File: src/rtl/sdblk_pkg.sv
package sdblk_pkg;

  localparam int BLOCK_BYTES = 512;
  localparam int IDX_W       = $clog2(BLOCK_BYTES);

  localparam logic [7:0] IDLE_BYTE  = 8'hFF;
  localparam logic [7:0] R1_IDLE    = 8'h01;
  localparam logic [7:0] R1_OK      = 8'h00;
  localparam logic [7:0] DATA_TOKEN = 8'hFE;

  typedef enum logic [2:0] {
    ST_IDLE, ST_PWRUP, ST_CMD, ST_RESP, ST_TOKEN, ST_DATA, ST_CRC, ST_GAP
  } seq_st_e;

  typedef enum logic [1:0] {
    K_RESET, K_APPCMD, K_OPCOND, K_READ
  } cmd_e;

  function automatic logic [5:0] cmd_index(cmd_e c);
    case (c)
      K_RESET:  return 6'd0;
      K_APPCMD: return 6'd55;
      K_OPCOND: return 6'd41;
      default:  return 6'd17;
    endcase
  endfunction

  // One byte of the six-byte command frame, k = 0 is sent first.
  function automatic logic [7:0] frame_byte(cmd_e c, logic [31:0] arg, logic [2:0] k);
    case (k)
      3'd0:    return {2'b01, cmd_index(c)};
      3'd1:    return arg[31:24];
      3'd2:    return arg[23:16];
      3'd3:    return arg[15:8];
      3'd4:    return arg[7:0];
      default: return (c == K_RESET) ? 8'h95 : 8'h01;
    endcase
  endfunction

endpackage

File: src/rtl/sdblk_shift.sv
module sdblk_shift #(
  parameter int CLK_DIV = 4
) (
  input  logic       clk,
  input  logic       rst,
  input  logic       abort,
  input  logic       start,
  input  logic [7:0] tx,
  input  logic       miso,
  output logic       sck,
  output logic       mosi,
  output logic       done,
  output logic [7:0] rx
);

  localparam int DIV_W = (CLK_DIV > 1) ? $clog2(CLK_DIV) : 1;

  logic             active;
  logic [DIV_W-1:0] div;
  logic [2:0]       bitc;
  logic [7:0]       tsh;
  logic [7:0]       rsh;
  logic             tick;

  assign tick = (div == DIV_W'(CLK_DIV - 1));

  always_ff @(posedge clk) begin
    done <= 1'b0;
    if (rst || abort) begin
      active <= 1'b0;
      sck    <= 1'b0;
      mosi   <= 1'b1;
      div    <= '0;
      bitc   <= '0;
      tsh    <= 8'hFF;
      rsh    <= '0;
      rx     <= '0;
    end else if (!active) begin
      if (start) begin
        active <= 1'b1;
        tsh    <= tx;
        mosi   <= tx[7];
        bitc   <= '0;
        div    <= '0;
      end
    end else if (!tick) begin
      div <= div + 1'b1;
    end else begin
      div <= '0;
      if (!sck) begin
        sck <= 1'b1;
        rsh <= {rsh[6:0], miso};
      end else begin
        sck <= 1'b0;
        if (bitc == 3'd7) begin
          active <= 1'b0;
          done   <= 1'b1;
          rx     <= rsh;
          mosi   <= 1'b1;
        end else begin
          bitc <= bitc + 1'b1;
          tsh  <= {tsh[6:0], 1'b1};
          mosi <= tsh[6];
        end
      end
    end
  end

  AST_MOSI_HOLD: assert property (@(posedge clk) disable iff (rst)
    (sck && $past(sck)) |-> $stable(mosi)) else $error("mosi moved while sck high");
  AST_DONE_PULSE: assert property (@(posedge clk) disable iff (rst)
    done |=> !done) else $error("done longer than one cycle");
  AST_SCK_REST: assert property (@(posedge clk) disable iff (rst)
    (!active && !start) |=> !sck) else $error("sck moved while idle");

endmodule

File: src/rtl/sdblk_ram.sv
module sdblk_ram #(
  parameter int DW = 8,
  parameter int AW = 9
) (
  input  logic          clk,
  input  logic          we,
  input  logic [AW-1:0] waddr,
  input  logic [DW-1:0] wdata,
  input  logic [AW-1:0] raddr,
  output logic [DW-1:0] rdata
);

  localparam int DEPTH = 1 << AW;

  logic [DW-1:0] mem [DEPTH];

  always_ff @(posedge clk) begin
    if (we) mem[waddr] <= wdata;
    rdata <= mem[raddr];
  end

endmodule

File: src/rtl/sdblk_seq.sv
module sdblk_seq
  import sdblk_pkg::*;
#(
  parameter int BLK_W       = 23,
  parameter int INIT_CLOCKS = 80,
  parameter int RESP_POLL   = 8,
  parameter int ACMD_TRIES  = 1000,
  parameter int TOKEN_POLL  = 4096
) (
  input  logic             clk,
  input  logic             rst,
  input  logic             init_req,
  input  logic             rd_start,
  input  logic [BLK_W-1:0] blk_num,
  output logic             eng_start,
  output logic [7:0]       eng_tx,
  input  logic             eng_done,
  input  logic [7:0]       eng_rx,
  output logic             ram_we,
  output logic [IDX_W-1:0] ram_addr,
  output logic [7:0]       ram_wdata,
  output logic             ready,
  output logic             error,
  output logic             cs_n
);

  localparam int INIT_BYTES = (INIT_CLOCKS + 7) / 8;
  localparam int CNT_MAX0   = (BLOCK_BYTES > TOKEN_POLL) ? BLOCK_BYTES : TOKEN_POLL;
  localparam int CNT_MAX    = (CNT_MAX0 > INIT_BYTES) ? CNT_MAX0 : INIT_BYTES;
  localparam int CNT_W      = $clog2(CNT_MAX + 1);
  localparam int TRY_W      = $clog2(ACMD_TRIES + 1);

  seq_st_e          st;
  seq_st_e          after_st;
  cmd_e             cmd;
  cmd_e             after_cmd;
  logic [CNT_W-1:0] cnt;
  logic [TRY_W-1:0] tries;
  logic [BLK_W-1:0] blk_q;
  logic             inflight;
  logic [31:0]      arg;

  assign arg = (cmd == K_READ) ? 32'({blk_q, {IDX_W{1'b0}}}) : 32'd0;

  always_ff @(posedge clk) begin
    eng_start <= 1'b0;
    ram_we    <= 1'b0;
    if (rst) begin
      st        <= ST_IDLE;
      after_st  <= ST_IDLE;
      cmd       <= K_RESET;
      after_cmd <= K_RESET;
      cnt       <= '0;
      tries     <= '0;
      blk_q     <= '0;
      inflight  <= 1'b0;
      eng_tx    <= IDLE_BYTE;
      ram_addr  <= '0;
      ram_wdata <= '0;
      ready     <= 1'b0;
      error     <= 1'b0;
      cs_n      <= 1'b1;
    end else if (init_req) begin
      st       <= ST_PWRUP;
      cnt      <= '0;
      tries    <= '0;
      inflight <= 1'b0;
      ready    <= 1'b0;
      error    <= 1'b0;
      cs_n     <= 1'b1;
    end else if (st == ST_IDLE) begin
      if (rd_start && ready) begin
        ready <= 1'b0;
        blk_q <= blk_num;
        cmd   <= K_READ;
        cnt   <= '0;
        st    <= ST_CMD;
        cs_n  <= 1'b0;
      end
    end else if (!inflight) begin
      eng_start <= 1'b1;
      eng_tx    <= (st == ST_CMD) ? frame_byte(cmd, arg, cnt[2:0]) : IDLE_BYTE;
      inflight  <= 1'b1;
    end else if (eng_done) begin
      inflight <= 1'b0;
      case (st)
        ST_PWRUP: begin
          if (cnt == CNT_W'(INIT_BYTES - 1)) begin
            st <= ST_CMD; cmd <= K_RESET; cnt <= '0; cs_n <= 1'b0;
          end else cnt <= cnt + 1'b1;
        end
        ST_CMD: begin
          if (cnt == CNT_W'(5)) begin st <= ST_RESP; cnt <= '0; end
          else cnt <= cnt + 1'b1;
        end
        ST_RESP: begin
          if (eng_rx[7]) begin
            if (cnt == CNT_W'(RESP_POLL - 1)) begin
              error <= 1'b1; cs_n <= 1'b1; st <= ST_GAP; after_st <= ST_IDLE;
            end else cnt <= cnt + 1'b1;
          end else begin
            case (cmd)
              K_RESET: begin
                if (eng_rx == R1_IDLE) begin
                  st <= ST_GAP; cs_n <= 1'b1; after_st <= ST_CMD; after_cmd <= K_APPCMD;
                end else begin
                  error <= 1'b1; cs_n <= 1'b1; st <= ST_GAP; after_st <= ST_IDLE;
                end
              end
              K_APPCMD: begin
                if ((eng_rx & 8'hFE) == 8'h00) begin
                  st <= ST_GAP; cs_n <= 1'b1; after_st <= ST_CMD; after_cmd <= K_OPCOND;
                end else begin
                  error <= 1'b1; cs_n <= 1'b1; st <= ST_GAP; after_st <= ST_IDLE;
                end
              end
              K_OPCOND: begin
                if (eng_rx == R1_OK) begin
                  st <= ST_GAP; cs_n <= 1'b1; after_st <= ST_IDLE;
                end else if (eng_rx == R1_IDLE && tries != TRY_W'(ACMD_TRIES - 1)) begin
                  tries <= tries + 1'b1;
                  st <= ST_GAP; cs_n <= 1'b1; after_st <= ST_CMD; after_cmd <= K_APPCMD;
                end else begin
                  error <= 1'b1; cs_n <= 1'b1; st <= ST_GAP; after_st <= ST_IDLE;
                end
              end
              default: begin
                if (eng_rx == R1_OK) begin
                  st <= ST_TOKEN; cnt <= '0;
                end else begin
                  error <= 1'b1; cs_n <= 1'b1; st <= ST_GAP; after_st <= ST_IDLE;
                end
              end
            endcase
          end
        end
        ST_TOKEN: begin
          if (eng_rx == DATA_TOKEN) begin
            st <= ST_DATA; cnt <= '0;
          end else if (eng_rx == IDLE_BYTE && cnt != CNT_W'(TOKEN_POLL - 1)) begin
            cnt <= cnt + 1'b1;
          end else begin
            error <= 1'b1; cs_n <= 1'b1; st <= ST_GAP; after_st <= ST_IDLE;
          end
        end
        ST_DATA: begin
          ram_we    <= 1'b1;
          ram_addr  <= cnt[IDX_W-1:0];
          ram_wdata <= eng_rx;
          if (cnt == CNT_W'(BLOCK_BYTES - 1)) begin st <= ST_CRC; cnt <= '0; end
          else cnt <= cnt + 1'b1;
        end
        ST_CRC: begin
          if (cnt == CNT_W'(1)) begin
            st <= ST_GAP; cs_n <= 1'b1; after_st <= ST_IDLE;
          end else cnt <= cnt + 1'b1;
        end
        default: begin
          st  <= after_st;
          cnt <= '0;
          if (after_st == ST_CMD) begin
            cmd  <= after_cmd;
            cs_n <= 1'b0;
          end else if (!error) begin
            ready <= 1'b1;
          end
        end
      endcase
    end
  end

  AST_STATUS_EXCL: assert property (@(posedge clk) disable iff (rst)
    !(ready && error)) else $error("ready and error both high");
  AST_CS_AT_REST: assert property (@(posedge clk) disable iff (rst)
    (st == ST_IDLE) |-> cs_n) else $error("cs asserted while idle");
  AST_PWRUP_DESELECT: assert property (@(posedge clk) disable iff (rst)
    (st == ST_PWRUP) |-> cs_n) else $error("cs asserted during power-up");
  AST_READ_DROPS_READY: assert property (@(posedge clk) disable iff (rst)
    (st == ST_IDLE && ready && rd_start && !init_req) |=> !ready) else $error("ready kept during read");
  AST_INIT_CLEARS: assert property (@(posedge clk) disable iff (rst)
    init_req |=> (!ready && !error && st == ST_PWRUP)) else $error("init did not restart");
  AST_STORE_IN_DATA: assert property (@(posedge clk) disable iff (rst)
    ram_we |-> ($past(st) == ST_DATA)) else $error("buffer written outside data phase");

endmodule

File: src/rtl/sdblk_reader.sv
module sdblk_reader
  import sdblk_pkg::*;
#(
  parameter int CLK_DIV     = 4,
  parameter int BLK_W       = 23,
  parameter int INIT_CLOCKS = 80,
  parameter int RESP_POLL   = 8,
  parameter int ACMD_TRIES  = 1000,
  parameter int TOKEN_POLL  = 4096
) (
  input  logic             clk,
  input  logic             rst,
  input  logic             init_req,
  input  logic             rd_start,
  input  logic [BLK_W-1:0] blk_num,
  input  logic [IDX_W-1:0] byte_idx,
  output logic [7:0]       byte_out,
  output logic             ready,
  output logic             error,
  output logic             sd_sck,
  output logic             sd_mosi,
  input  logic             sd_miso,
  output logic             sd_cs_n
);

  logic             eng_start;
  logic [7:0]       eng_tx;
  logic             eng_done;
  logic [7:0]       eng_rx;
  logic             ram_we;
  logic [IDX_W-1:0] ram_addr;
  logic [7:0]       ram_wdata;

  sdblk_seq #(
    .BLK_W       (BLK_W),
    .INIT_CLOCKS (INIT_CLOCKS),
    .RESP_POLL   (RESP_POLL),
    .ACMD_TRIES  (ACMD_TRIES),
    .TOKEN_POLL  (TOKEN_POLL)
  ) u_seq (
    .clk       (clk),
    .rst       (rst),
    .init_req  (init_req),
    .rd_start  (rd_start),
    .blk_num   (blk_num),
    .eng_start (eng_start),
    .eng_tx    (eng_tx),
    .eng_done  (eng_done),
    .eng_rx    (eng_rx),
    .ram_we    (ram_we),
    .ram_addr  (ram_addr),
    .ram_wdata (ram_wdata),
    .ready     (ready),
    .error     (error),
    .cs_n      (sd_cs_n)
  );

  sdblk_shift #(
    .CLK_DIV (CLK_DIV)
  ) u_shift (
    .clk   (clk),
    .rst   (rst),
    .abort (init_req),
    .start (eng_start),
    .tx    (eng_tx),
    .miso  (sd_miso),
    .sck   (sd_sck),
    .mosi  (sd_mosi),
    .done  (eng_done),
    .rx    (eng_rx)
  );

  sdblk_ram #(
    .DW (8),
    .AW (IDX_W)
  ) u_ram (
    .clk   (clk),
    .we    (ram_we),
    .waddr (ram_addr),
    .wdata (ram_wdata),
    .raddr (byte_idx),
    .rdata (byte_out)
  );

endmodule

File: config.mk
export PLATFORM = sky130hd
export DESIGN_NAME = sdblk_reader
export DESIGN_NICKNAME = d
export VERILOG_FILES = /design/src/rtl/sdblk_pkg.sv /design/src/rtl/sdblk_shift.sv /design/src/rtl/sdblk_ram.sv /design/src/rtl/sdblk_seq.sv /design/src/rtl/sdblk_reader.sv
export SDC_FILE = /design/constraint.sdc
export NUM_CORES = 2
export LEC_CHECK = 0
export ABC_AREA = 1
export BUFFER_PORTS_ARGS = -buffer_cell sky130_fd_sc_hd__buf_2
export CAP_MARGIN = 0
export CORE_UTILIZATION = 40
export CTS_CLUSTER_SIZE = 30
export DETAILED_ROUTE_END_ITERATION = 16
export PLACE_DENSITY_LB_ADDON = 0.05
export RECOVER_POWER = 100
export SKIP_CTS_REPAIR_TIMING = 1
export SLEW_MARGIN = 20
export SYNTH_ARGS = -nofsm -noshare
export SYNTH_HDL_FRONTEND = slang
export SYNTH_SLANG_ARGS = --single-unit
File: constraint.sdc
create_clock -name clk -period 8.4 [get_ports clk]
set_input_delay 1.68 -clock clk [delete_from_list [all_inputs] [get_ports clk]]
set_output_delay 1.68 -clock clk [all_outputs]
set_load 0.01 [all_outputs]
# [After elaboration in Yosys (flattened, before gate mapping)]
# Memories as Yosys holds them, arrays and structs flattened. A register that Yosys moved wholly into a read port is not among the register bits.
# Cells that the tools add are included.
[classes] n_addsub=4 n_eq_ne=70 n_mux=118 n_bitwise=9 n_reduce_logical=45
[ops] operator="2-to-1 mux 13 bit" count=14
[ops] operator="case mux 13 bit (6 select lines)" count=1
[ops] operator="2-to-1 mux 3 bit" count=25
[ops] operator="2-to-1 mux 1 bit" count=43
[ops] operator="case mux 8 bit (5 select lines)" count=1
[ops] operator="2-to-1 mux 7 bit" count=5
[ops] operator="2-to-1 mux 2 bit" count=17
[ops] operator="2-to-1 mux 32 bit" count=1
[ops] operator="== test 13 x 3 -> 1 bit (second input constant)" count=2
[ops] operator="AND reduction 11 bit" count=2
[ops] operator="!= test 4 x 2 -> 1 bit (second input constant)" count=5
[ops] operator="!= test 4 x 3 -> 1 bit (second input constant)" count=5
[ops] operator="case mux 3 bit (3 select lines)" count=2
[ops] operator="case mux 3 bit (6 select lines)" count=1
[ops] operator="case mux 6 bit (3 select lines)" count=1
[ops] operator="AND reduction 9 bit" count=2
[ops] operator="== test 8 bit (second input constant)" count=2
[ops] operator="logical NOT 8 bit" count=2
[ops] operator="2-to-1 mux 8 bit" count=2
[ops] operator="!= test 2 x 1 -> 1 bit (second input constant)" count=8
[ops] operator="!= test 2 bit (second input constant)" count=8
[ops] operator="AND reduction 8 bit" count=2
[ops] operator="== test 3 x 2 -> 1 bit (second input constant)" count=5
[ops] operator="== test 3 bit (second input constant)" count=5
[ops] operator="other kinds (47)" count=85
[word_totals] reg_bits=119 ram_bits=4096 in_bits=37 output_inout_bits=13 wordCells=273 n_memories=1
[memory_table] name="u_ram.mem" words=512 width=8 rd=1 rd_clocked_by_memory_dff=1 wr=1 line_no="sdblk_ram.sv:15" source="logic [DW-1:0] mem [DEPTH];"

# [Longest topological paths before layout]
[depth] ltp_word=9 mapped_depth=15 mapped_depth_nobuf=14

# [Hierarchy]
# From an unflattened synthesis, not the netlist that was laid out.
[hier_totals] hier_cells=14792 area_unflattened_um2=172755.7
[modules_own_cells] mod="sdblk_ram" instances=1 cells_per_inst=13891 area_each_um2=166728.7 seq_area_each_um2=123158.1
[modules_own_cells] mod="sdblk_seq" instances=1 cells_per_inst=716 area_each_um2=4647.0 seq_area_each_um2=1701.6
[modules_own_cells] mod="sdblk_shift" instances=1 cells_per_inst=185 area_each_um2=1380.1 seq_area_each_um2=640.6

# [Worst setup path before layout]
# OpenSTA, ideal clock, no wires.
[synth_path] path_kind="register to register" from="register u_seq.ram_wdata[0]" to="memory u_ram.mem[0][0] (data pin)" setup_ps=1508 arrival_ps=6510 t_required_ps=6892 path_slack_ps=382 path_stages_with_launch=1 path_buffers=0 period_less_slack_ps=8018 cell_sequence="dfxtp_1"
[synth_rtl] element="start: declaration" line_no="sdblk_seq.sv:21" source="output logic [7:0] ram_wdata,"
[synth_rtl] element="start signal: assignment" line_no="sdblk_seq.sv:149" source="ram_wdata <= eng_rx;"
[synth_rtl] element="end: declaration" line_no="sdblk_ram.sv:15"
# No word-level cell before the write port.

# [Worst setup path after layout]
[layout_path] from="register u_seq.ram_addr[2]" to="memory u_ram.mem[33][7] (enable)"
[layout_rtl] element="start: declaration" line_no="sdblk_seq.sv:20" source="output logic [IDX_W-1:0] ram_addr,"
[layout_rtl] element="start signal: assignment" line_no="sdblk_seq.sv:148" source="ram_addr <= cnt[IDX_W-1:0];"
# No word-level cell before the write port.

==> results.yml <==
outcome:
  outcome: "finished, violations left"
  violations: "capacitance limit, slew limit"
logic_synthesis:
  async_flop_share_pct: 0
  ys_ff_latch: 4221
  avgSynthCellArea_um2: 11.7
  yosysWarningCount: 0
  ys.flop_type: "edfxtp_1"
  yosysUniqueCellTypes: 39
  syn-num-nets: 14700
  netlist_instances: 14700
  ys_seq_area_share_pct: 73.3
  syn-cell-area_um2: 171000
  synth_edf_count: 4096
timing:
  finalHoldViolCount: 0
  final_max_slew_viol_count: 3093
  setup_viol: 0
  skew_ns: 0.0476
  setup_ws_ns: 1.65
  min_period_over_period_pct: 80.4
  holdWs_ns: 0.459
  finalSetupTns_ns: 0
  worst_slew_pin_slew_ns: 4.35
  rsz0062_at_grt: "false"
  slew_headroom_pct: -190
  fmax_mhz: 148
  min_period_ns: 6.75
cts:
  numCtsBuffers: 460
  clkSinkCount: 4221
  cts_tree: "done"
  clk_path_buf_depth: 4
  clkLatencyLatePin_ns: 1.00
  htreeDepth: 5
  clk_pin_slew_ns: 0.06
  root_buffer: "clkbuf_16"
die:
  pin_count: 50
  die_h_um: 656
  floorplan.initialDensity_pct: 40.3
  core-area_um2: 425000
  die_w_um: 656
  std_cell_rows: 239
  die_area_um2: 431000
grt:
  grt_start_max_net_pins: 195
  grt-ovfl-total: 0
  grt_pass1_vias: 110000
  antenna_found_initial: 30
  grt_pass1_wl_um: 787000
  grt.total_usage_pct: 24.6
setup_path:
  cp_max_fo: 18
  worstPathCellList: "nor2_1 -> nand2_1 -> clkbuf_1 -> nor2_1"
  startpoint_type: "register"
  crit_slowest_cell: "clkbuf_1"
  critPathMaxStageDelay_ns: 2.70
  cpMostUsedCell: "nor2_1"
  crit_type: "reg -> reg"
  crit_required_ns: 8.84
  cp.arrival_ns: 7.19
  cp-end-kind: "register"
final_layout:
  post_route_cells_drive_above_1_share_pct: 5.69
  area_growth_pct: 11.3
  final_util_pct: 44.8
  seqCellArea_um2: 126000
  mostFrequentLayoutCell: "nand2_1"
  nFillCells: 39000
  finalNetCount: 14400
  multiInputGateArea_um2: 40700
  final_cell_mix: "4291 x nand2_1, 4110 x nand3_1, 4096 x edfxtp_1, 625 x nor2_1, 468 x clkbuf_16"
power_and_ir_drop:
  swShare_pct: 22.6
  p_per_area_nw_per_um2: 234
  intPower_mw: 34.6
  combPwrFrac_pct: 5.1
  pwr-share-clk_pct: 43.9
  vdd_drop_max_mv: 0.183
  p_leak_nw: 62.8
  seqPwrFrac_pct: 51.0
  p_sw_mw: 10.1
detailed_routing:
  post_drt_via_cell_ratio: 5.53
  wire_per_inst_um: 26.6
  final_antenna_net_count: 0
  totalWireLength_um: 543000
  drc: 0
  first_pass_iters: 6
  drt_iter0_drc: 11000
  vias: 113000
place:
  place_hpwl_um: 302000
  pre_cts_ws_ns: 2.33
  gp_congestion: 0.827
  portBuffers: 49
run:
  maxCapViolations: 72
hold_path:
  hold_class: "reg -> reg"
final timing paths:
| path | endpoint | depth (start not counted) | slack, ns | startpoint |
|---|---|---|---|---|
| max | u_ram.mem[33][7] | 4 | 1.65 | u_seq.ram_addr[2] |
| min | u_shift.rx[7] | 2 | 0.46 | u_shift.rsh[7] |
| max reg2reg | u_ram.mem[33][7] | 4 | 1.65 | u_seq.ram_addr[2] |
| min reg2reg | u_shift.rx[7] | 2 | 0.46 | u_shift.rsh[7] |
critical path: cells and delay by family, from the launching register on:
kind                   cells  cell delay [ns]
buffers and inverters      1             2.70
flip-flops                 1             0.40
AND/OR/NAND/NOR            3             3.04
logic make-up (layout without fill, tap and decap cells):
logic type                 after synthesis  count (layout)  synth area share, %
DFF                                   4221            4221                 73.3
and+or+nand+nor                       9095            9095                 23.0
other                                    0              16                    0
AOI/OAI and AO/OA                      194             194                0.618
buffers and inverters                 1146            1221                 2.89
adders and majority gates               16              16                0.117
xor gates and xnor gates                 3               3               0.0154
synth_stat cells (3+ instances only):
cell type | count | share of area (%)
nand2_1 | 4292 | 9.4
nand3_1 | 4110 | 12
edfxtp_1 | 4096 | 72
nor2_1 | 625 | 1.4
clkbuf_1 | 408 | 0.89
buf_2 | 397 | 1.2
buf_1 | 165 | 0.36
inv_1 | 127 | 0.28
dfxtp_1 | 125 | 1.5
o21ai_0 | 96 | 0.28
a21oi_1 | 57 | 0.17
buf_4 | 35 | 0.15
nor3_1 | 29 | 0.085
nand4_1 | 19 | 0.069
ha_1 | 16 | 0.12
inv_2 | 11 | 0.024
a31oi_1 | 10 | 0.037
o211ai_1 | 8 | 0.035
nor4_1 | 7 | 0.026
o22ai_1 | 6 | 0.022
nor2_2 | 5 | 0.018
o21ai_1 | 4 | 0.012
xor2_1 | 3 | 0.015
area by class of cell:
type                            count  area share (%)
Timing Repair Buffer              248            1.11
Sequential cell                  4221            65.9
Multi-Input combinational cell   9308            21.4
Tap cell                         5663            3.72
Inverter                          139           0.296
Antenna cell                       16          0.0210
Clock buffer                      591            6.45
Clock inverter                    243            1.12
metal layers:
metal	share of wire, %	vias up	global-route usage [%]	routed length [um]
met2	48	3682	40.7	259000
met1	44	56900	34.3	237000
met5	0.0017	-	0	9
li1	-	51600	-	-
met3	5.6	791	2.67	30300
met4	3.1	2	7.35	16700
flip-flops by register name, summed over array words and instances (netlist names), 2 cells and up:
register	count
u_seq.cmd	2
u_seq.eng_tx	8
u_shift.tsh	7
u_seq.tries	10
u_ram.mem	4096
u_ram.rdata	8
u_shift.bitc	3
u_seq.st	3
u_shift.rsh	8
u_seq.ram_wdata	8
u_seq.ram_addr	9
u_seq.cnt	13
u_shift.rx	8
u_shift.div	2
u_seq.after_cmd	2
u_seq.blk_q	23
power groups by stage:
stage	clock network, mW	logic, mW	registers (mW)
after floorplan	0	1.45	23.2
after global placement	0	2.28	23.2
after detailed placement	0	2.28	23.2
after CTS	20.0	2.28	22.8
after global routing	20.7	2.48	22.8
final	19.6	2.27	22.8
metrics by stage:
step	area, um2	total power, mW	cells
final	190000	44.7	20400
after global routing	190000	45.9	20400
after CTS	191000	45.0	20400
after detailed placement	176000	25.5	19600
after global placement	176000	25.5	19600
after floorplan	171000	24.6	14700
Note: power is estimated with default switching activity, not from simulation.
